### src/rtl/mrst_pkg.sv
package mrst_pkg;
    localparam int NSRC    = 4;
    localparam int SRC_P   = 0;
    localparam int SRC_S   = 1;
    localparam int SRC_T   = 2;
    localparam int SRC_BTN = 3;

    typedef enum logic [1:0] {
        REC_SHORT    = 2'b00,
        REC_MID      = 2'b01,
        REC_LONG     = 2'b10,
        REC_LONG_ALT = 2'b11
    } rec_sel_e;

    typedef logic [NSRC-1:0] src_vec_t;
endpackage

### src/rtl/mrst_sync.sv
module mrst_sync #(
    parameter int           W       = 4,
    parameter logic [W-1:0] RST_VAL = '0
) (
    input  logic         clk_i,
    input  logic         rst_ni,
    input  logic [W-1:0] d_i,
    output logic [W-1:0] q_o
);
    typedef struct packed {
        logic [W-1:0] s1;
        logic [W-1:0] s2;
    } sync_t;

    sync_t st_d, st_q;

    always_comb begin
        st_d    = st_q;
        st_d.s1 = d_i;
        st_d.s2 = st_q.s1;
    end

    always_ff @(posedge clk_i or negedge rst_ni) begin
        if (!rst_ni) begin
            st_q <= '{s1: RST_VAL, s2: RST_VAL};
        end else begin
            st_q <= st_d;
        end
    end

    assign q_o = st_q.s2;
endmodule

### src/rtl/mrst_btn_qual.sv
module mrst_btn_qual #(
    parameter int HOLD_W   = 24,
    parameter int HOLD_MIN = 4
) (
    input  logic              clk_i,
    input  logic              rst_ni,
    input  logic              btn_low_i,
    input  logic              en_i,
    input  logic [HOLD_W-1:0] hold_i,
    output logic              qual_o
);
    localparam int              MIN_EFF = (HOLD_MIN < 1) ? 1 : HOLD_MIN;
    localparam logic [HOLD_W-1:0] MIN_L = HOLD_W'(MIN_EFF);

    typedef struct packed {
        logic [HOLD_W-1:0] cnt;
    } qual_t;

    qual_t             st_d, st_q;
    logic [HOLD_W-1:0] eff_hold;
    logic [HOLD_W-1:0] hold_last;

    always_comb begin
        eff_hold  = (hold_i < MIN_L) ? MIN_L : hold_i;
        hold_last = eff_hold - 1'b1;
        st_d      = st_q;
        if (!btn_low_i || !en_i) begin
            st_d.cnt = '0;
        end else if (st_q.cnt < eff_hold) begin
            st_d.cnt = st_q.cnt + 1'b1;
        end
        if (!en_i) begin
            qual_o = btn_low_i;
        end else begin
            qual_o = btn_low_i && (st_q.cnt >= hold_last);
        end
    end

    always_ff @(posedge clk_i or negedge rst_ni) begin
        if (!rst_ni) begin
            st_q <= '{cnt: '0};
        end else begin
            st_q <= st_d;
        end
    end


    qual_held_chk: assert property (@(posedge clk_i) disable iff (!rst_ni)
        (en_i && $rose(qual_o) && (MIN_EFF > 1)) |-> $past(btn_low_i));


    qual_floor_chk: assert property (@(posedge clk_i) disable iff (!rst_ni)
        (en_i && qual_o) |-> (st_q.cnt >= MIN_L - 1'b1));
endmodule

### src/rtl/mrst_stretch.sv
module mrst_stretch
    import mrst_pkg::*;
#(
    parameter int REC_A = 132,
    parameter int REC_B = 2100,
    parameter int REC_C = 9000
) (
    input  logic       clk_i,
    input  logic       rst_ni,
    input  src_vec_t   src_i,
    input  logic [1:0] sel_i,
    output logic       asserted_o,
    output src_vec_t   cause_o
);
    localparam int REC_W = $clog2(REC_C + 1) + 1;

    typedef struct packed {
        logic             asserted;
        logic [REC_W-1:0] cnt;
        src_vec_t         cause;
    } str_t;

    str_t             st_d, st_q;
    logic [REC_W-1:0] rec_len;
    logic [REC_W-1:0] rec_last;

    always_comb begin
        case (rec_sel_e'(sel_i))
            REC_SHORT: rec_len = REC_W'(REC_A);
            REC_MID:   rec_len = REC_W'(REC_B);
            default:   rec_len = REC_W'(REC_C);
        endcase
        rec_last = rec_len - 1'b1;
        st_d     = st_q;
        if (|src_i) begin
            st_d.asserted = 1'b1;
            st_d.cnt      = '0;
            st_d.cause    = st_q.cause | src_i;
        end else if (st_q.asserted) begin
            if (st_q.cnt >= rec_last) begin
                st_d.asserted = 1'b0;
                st_d.cnt      = '0;
                st_d.cause    = '0;
            end else begin
                st_d.cnt = st_q.cnt + 1'b1;
            end
        end
    end

    always_ff @(posedge clk_i or negedge rst_ni) begin
        if (!rst_ni) begin
            st_q <= '{asserted: 1'b1, cnt: '0, cause: '0};
        end else begin
            st_q <= st_d;
        end
    end

    assign asserted_o = st_q.asserted;
    assign cause_o    = st_q.cause;


    src_forces_chk: assert property (@(posedge clk_i) disable iff (!rst_ni)
        (|src_i) |=> st_q.asserted);


    quiet_release_chk: assert property (@(posedge clk_i) disable iff (!rst_ni)
        $fell(st_q.asserted) |-> $past(src_i == '0));


    cause_idle_chk: assert property (@(posedge clk_i) disable iff (!rst_ni)
        !st_q.asserted |-> (st_q.cause == '0));


    cause_sticky_chk: assert property (@(posedge clk_i) disable iff (!rst_ni)
        ($past(st_q.asserted) && st_q.asserted) |->
            ((st_q.cause & $past(st_q.cause)) == $past(st_q.cause)));


    cnt_bound_chk: assert property (@(posedge clk_i) disable iff (!rst_ni)
        st_q.cnt < REC_W'(REC_C));
endmodule

### src/rtl/mrst_supervisor.sv
module mrst_supervisor
    import mrst_pkg::*;
#(
    parameter int REC_A    = 132,
    parameter int REC_B    = 2100,
    parameter int REC_C    = 9000,
    parameter int HOLD_W   = 24,
    parameter int HOLD_MIN = 4
) (
    input  logic              clk_i,
    input  logic              rst_ni,
    input  logic              sup1_low_i,
    input  logic              sup2_low_i,
    input  logic              sup3_low_i,
    input  logic              btn_ni,
    input  logic              btn_qual_en_i,
    input  logic [HOLD_W-1:0] btn_hold_i,
    input  logic [1:0]        rec_sel_i,
    input  logic              od_mode_i,
    output logic              rst_drv_o,
    output logic              rst_oe_o,
    output logic [NSRC-1:0]   cause_o
);
    localparam src_vec_t SYNC_IDLE = src_vec_t'(1) << SRC_BTN;

    src_vec_t raw_in, synced, src_vec;
    logic     btn_qual;
    logic     asserted;

    assign raw_in = {btn_ni, sup3_low_i, sup2_low_i, sup1_low_i};

    mrst_sync #(.W(NSRC), .RST_VAL(SYNC_IDLE)) u_sync (
        .clk_i  (clk_i),
        .rst_ni (rst_ni),
        .d_i    (raw_in),
        .q_o    (synced)
    );

    mrst_btn_qual #(.HOLD_W(HOLD_W), .HOLD_MIN(HOLD_MIN)) u_qual (
        .clk_i     (clk_i),
        .rst_ni    (rst_ni),
        .btn_low_i (!synced[SRC_BTN]),
        .en_i      (btn_qual_en_i),
        .hold_i    (btn_hold_i),
        .qual_o    (btn_qual)
    );

    always_comb begin
        src_vec          = synced;
        src_vec[SRC_BTN] = btn_qual;
    end

    mrst_stretch #(.REC_A(REC_A), .REC_B(REC_B), .REC_C(REC_C)) u_stretch (
        .clk_i      (clk_i),
        .rst_ni     (rst_ni),
        .src_i      (src_vec),
        .sel_i      (rec_sel_i),
        .asserted_o (asserted),
        .cause_o    (cause_o)
    );

    always_comb begin
        if (od_mode_i) begin
            rst_drv_o = 1'b0;
            rst_oe_o  = asserted;
        end else begin
            rst_drv_o = !asserted;
            rst_oe_o  = 1'b1;
        end
    end


    drive_idle_chk: assert property (@(posedge clk_i) disable iff (!rst_ni)
        (cause_o != '0) |-> (!rst_drv_o && rst_oe_o == !od_mode_i || !rst_drv_o && rst_oe_o));
endmodule

### config.mk
export PLATFORM = sky130hd
export DESIGN_NAME = mrst_supervisor
export DESIGN_NICKNAME = d
export VERILOG_FILES = /design/src/rtl/mrst_pkg.sv /design/src/rtl/mrst_sync.sv /design/src/rtl/mrst_btn_qual.sv /design/src/rtl/mrst_stretch.sv /design/src/rtl/mrst_supervisor.sv
export SDC_FILE = /design/constraint.sdc
export NUM_CORES = 1
export LEC_CHECK = 0
export ABC_CLOCK_PERIOD_IN_PS = 2000
export BUFFER_PORTS_ARGS = -buffer_cell sky130_fd_sc_hd__buf_4
export CAP_MARGIN = 5
export CORE_MARGIN = 3
export CORE_UTILIZATION = 43
export CTS_CLUSTER_SIZE = 12
export DETAILED_ROUTE_END_ITERATION = 12
export GPL_TIMING_DRIVEN = 0
export SYNTH_ARGS = -nofsm -noshare
export SYNTH_HDL_FRONTEND = slang
export SYNTH_SLANG_ARGS = --single-unit
### constraint.sdc
create_clock -name clk_i -period 2 [get_ports clk_i]
set_input_delay 0.3 -clock clk_i [delete_from_list [all_inputs] [get_ports clk_i]]
set_output_delay 0.3 -clock clk_i [all_outputs]
set_load 0.005 [all_outputs]
==> flow_summary.json <==
{
  "dp.final_hpwl_um": 8940,
  "antenna_found_initial": 0,
  "cp_cell_sequence": "buf_8, nor4_4, nand3_2, nand4b_1, buf_6, o21ai_4, ha_2, nor2b_4, buf_6, nand2_8, nor4_4, xnor2_1, ha_1, and3_4, a221o_1, a21oi_2, o21a_1, nand2_2, buf_6, a21oi_2",
  "layout.nets": 713,
  "period_needed_ps": 3660,
  "p_per_area_nw_per_um2": 359,
  "cp_slowest_cell": "a221o_1",
  "row_count": 36,
  "crit_required_ps": 2260,
  "yosysSeqAreaShare_pct": 29.0,
  "ys_ff_latch": 52,
  "fill_cells": 888,
  "vdd_drop_max_mv": 0.235,
  "fp.coreArea_um2": 9950,
  "slew_headroom_pct": 47.3,
  "globalplace.congestion": 0.848,
  "multiInputGateArea_um2": 3400,
  "antenna_left": 0,
  "crit_fanout": 5,
  "postLayoutCoreUtil_pct": 58.4,
  "critPathLaunchType": "primary input",
  "die_h_um": 108,
  "cts_made_buffers": 5,
  "cts_tree": "done",
  "ys.flop_type": "dfrtp_1",
  "clk_path_buf_depth": 2,
  "crit_arrival_ps": 3920,
  "pin_count": 40,
  "tightest_slew_ps": 784,
  "ys.warnings.count": 0,
  "worstSetupPathType": "primary input to flip-flop",
  "grt_max_degree": 53,
  "p_leak_nw": 2.47,
  "fin_crit_sh_pct": 183,
  "min_path_type": "primary input to async pin",
  "seqCellArea_um2": 1310,
  "grt_util_all_layers_pct": 22.0,
  "async_flop_share_pct": 100,
  "dr.pass1.iters": 5,
  "vias_per_cell": 5.75,
  "area_growth_pct": 29.2,
  "avgSynthCellArea_um2": 8.45,
  "yosysTopAreaCellShare_pct": 27.3,
  "dr_total_vias": 4315,
  "slew_violations": 0,
  "cts_root_buffer": "clkbuf_8",
  "grt_pass1_wl_um": 20700,
  "clock_latency_ps": 320,
  "avgRoutedWirePerCell_um": 16.6,
  "setup_tns_ps": -51970,
  "start_util_pct": 45.2,
  "totalWireLength_um": 12400,
  "cts-htree-levels": 2,
  "drc": 0,
  "cp-end-kind": "flip-flop",
  "skew_ps": 7.14,
  "status": "complete, but fails checks",
  "drive_above_1_share_pct": 29.0,
  "r2r_cells": 8,
  "grt-ovfl-total": 0,
  "drt_iter0_drc": 194,
  "io_buffers": 39,
  "synth_area_leaders": "dfrtp_1, ha_1, o21ai_0",
  "die_w_um": 108,
  "path_depth": 20,
  "path_clk_slew_ps": 110,
  "worst-path-buf-inv": 4,
  "syn-instance-count": 532,
  "setup_viol": 44,
  "rsz0062_at_grt": "yes",
  "max_freq_ghz": 0.273,
  "violations": "setup timing",
  "diodes": 0,
  "cap_viol_max_count": 0,
  "hold_viol": 0,
  "setup_slack_ps": -1660,
  "cp_common_cell": "buf_6",
  "cts.sinks": 52,
  "synth_cell_types": 58,
  "yosys.area.top_type": "dfrtp_1",
  "cp_top_family": "simple AND/OR/NAND/NOR gates",
  "synth_edf_count": 0,
  "grt_pass1_vias": 4226,
  "die-area_um2": 11700,
  "cp_slowest_stage_delay_ps": 330,
  "mappedNetlistArea_um2": 4500
}
==> layout by cell type (no fill, tap or decap), types with 3 or more instances in the layout <==
| master | count |
|---|---|
| a211oi_1 | 3 |
| a21o_1 | 3 |
| a21oi_1 | 31 |
| a21oi_2 | 24 |
| and3_1 | 8 |
| and3_2 | 4 |
| buf_4 | 62 |
| buf_6 | 16 |
| buf_8 | 3 |
| clkbuf_1 | 5 |
| clkbuf_8 | 5 |
| conb_1 | 4 |
| dfrtp_1 | 49 |
| dfstp_2 | 3 |
| ha_1 | 61 |
| inv_1 | 34 |
| nand2_1 | 35 |
| nand2b_1 | 6 |
| nand3_1 | 15 |
| nand3_2 | 3 |
| nand4_1 | 20 |
| nor2_1 | 25 |
| nor2b_1 | 3 |
| nor3_1 | 24 |
| nor4_1 | 3 |
| nor4_2 | 4 |
| nor4_4 | 7 |
| o21ai_0 | 28 |
| o21ai_1 | 12 |
| o21ai_2 | 9 |
| or3_1 | 16 |
| or3_4 | 4 |
| or3b_1 | 8 |
| or4_1 | 3 |
| xnor2_1 | 19 |
==> power by group <==
| part | leakage, nW | internal (mW) | total, mW | switching, mW |
|---|---|---|---|---|
| registers | 0.680 | 1.06 | 1.07 | 0.00763 |
| logic | 1.74 | 0.152 | 0.343 | 0.191 |
| clock network | 0.0463 | 0.258 | 0.671 | 0.413 |
==> stage by stage <==
step                hold WS (ps)  cells  cell area, um^2  setup WS, ps  power (mW)
global placement             331    707             5030         -2550        1.37
global route                44.9    750             5810         -1870        2.18
detailed placement           336    707             5030         -2610        1.37
CTS                         41.9    747             5640         -1650        2.09
floorplan                   4.41    535             4570         -1490        1.23
finish                     0.321    750             5810         -1660        2.08
==> layout make-up <==
| class | instances | share of cell area (%) |
|---|---|---|
| Buffer | 11 | 1.23 |
| Clock buffer | 5 | 1.18 |
| Clock inverter | 3 | 0.474 |
| Inverter | 34 | 2.20 |
| Multi-Input combinational cell | 437 | 58.6 |
| Sequential cell | 52 | 22.5 |
| Tap cell | 133 | 2.86 |
| Timing Repair Buffer | 75 | 11.0 |
==> Yosys cell counts, types with 2 or more instances <==
| cell type | count |
|---|---|
| nand2b_1 | 6 |
| mux2i_1 | 2 |
| nand4_2 | 2 |
| dfstp_2 | 3 |
| a211oi_1 | 3 |
| clkbuf_1 | 5 |
| inv_1 | 34 |
| nand3_1 | 17 |
| or4_1 | 3 |
| o21ai_0 | 50 |
| or3b_1 | 8 |
| a22oi_1 | 3 |
| and3_1 | 10 |
| o31ai_1 | 2 |
| o211ai_1 | 2 |
| or2_1 | 2 |
| dfrtp_1 | 49 |
| nor4_2 | 2 |
| nand4_1 | 20 |
| buf_2 | 2 |
| nor3_1 | 26 |
| ha_1 | 63 |
| xnor2_1 | 21 |
| and3_2 | 4 |
| nand3_2 | 2 |
| nor2_1 | 26 |
| nor2b_1 | 6 |
| and4_1 | 2 |
| buf_4 | 4 |
| nor4_1 | 12 |
| nand4b_1 | 2 |
| xor2_1 | 2 |
| a21oi_2 | 6 |
| nand2_1 | 38 |
| a21oi_1 | 49 |
| or3_1 | 20 |
| a21o_1 | 3 |
==> final timing paths <==
kind | start | to | slack, ps
worst max-delay path | btn_hold_i[6] | u_stretch.st_q[11] | -1660
min in group clk_i | sup1_low_i | u_sync.st_d[0] | 70
worst min register to register | u_sync.st_d[0] | u_sync.q_o[0] | 360
worst max register to register | u_qual.st_q[17] | u_qual.st_q[16] | -720
worst min-delay path | rst_ni | u_stretch.st_q[18] | 0.3
max in group asynchronous | rst_ni | u_qual.st_q[15] | 1530
==> repair_timing <==
item | CTS | global route
setup buffers | 29 | 7
endpoints found under the setup margin | 44 | 44
gates resized for setup | 67 | 43
pin swaps | 47 | 23
hold buffers | 0 | 0
cloned | 3 | 0
==> logic make-up after synthesis <==
group           count (synthesis)  share of synthesized area (%)
xor+xnor                       23                           4.48
simple gates                  217                           27.4
mux                             3                          0.696
fa+ha+maj                      63                           17.5
buf+inv                        46                           4.40
flops                          52                           29.0
compound gates                127                           16.4
other cells                     1                         0.0834
==> per-layer routing <==
metal,vias to the layer above,track usage [%],part of all wire [%]
met5,-,0,0
met4,0,5.23,1.6
met3,14,2.21,3.8
met2,89,37.3,48
met1,2079,30.1,46
li1,2133,-,-
==> worst reg2reg max path, delay by kind of cell (launching register included) <==
kind / cells / cell delay, ps
adder cells (fa/ha/maj): 1 / 350
flip-flops: 1 / 480
AO/OA/AOI/OAI: 4 / 1060
buffers and inverters: 1 / 200
AND/OR/NAND/NOR: 2 / 560
==> registers in the layout, indices dropped and copies added, names as in the netlist <==
register and flops:
u_stretch.cause_o 4, u_stretch.st_q 15, u_sync.q_o 4, u_qual.st_q 24, u_sync.st_d 4, u_stretch.asserted_o 1
No activity file was read; power rests on OpenSTA's default activity.
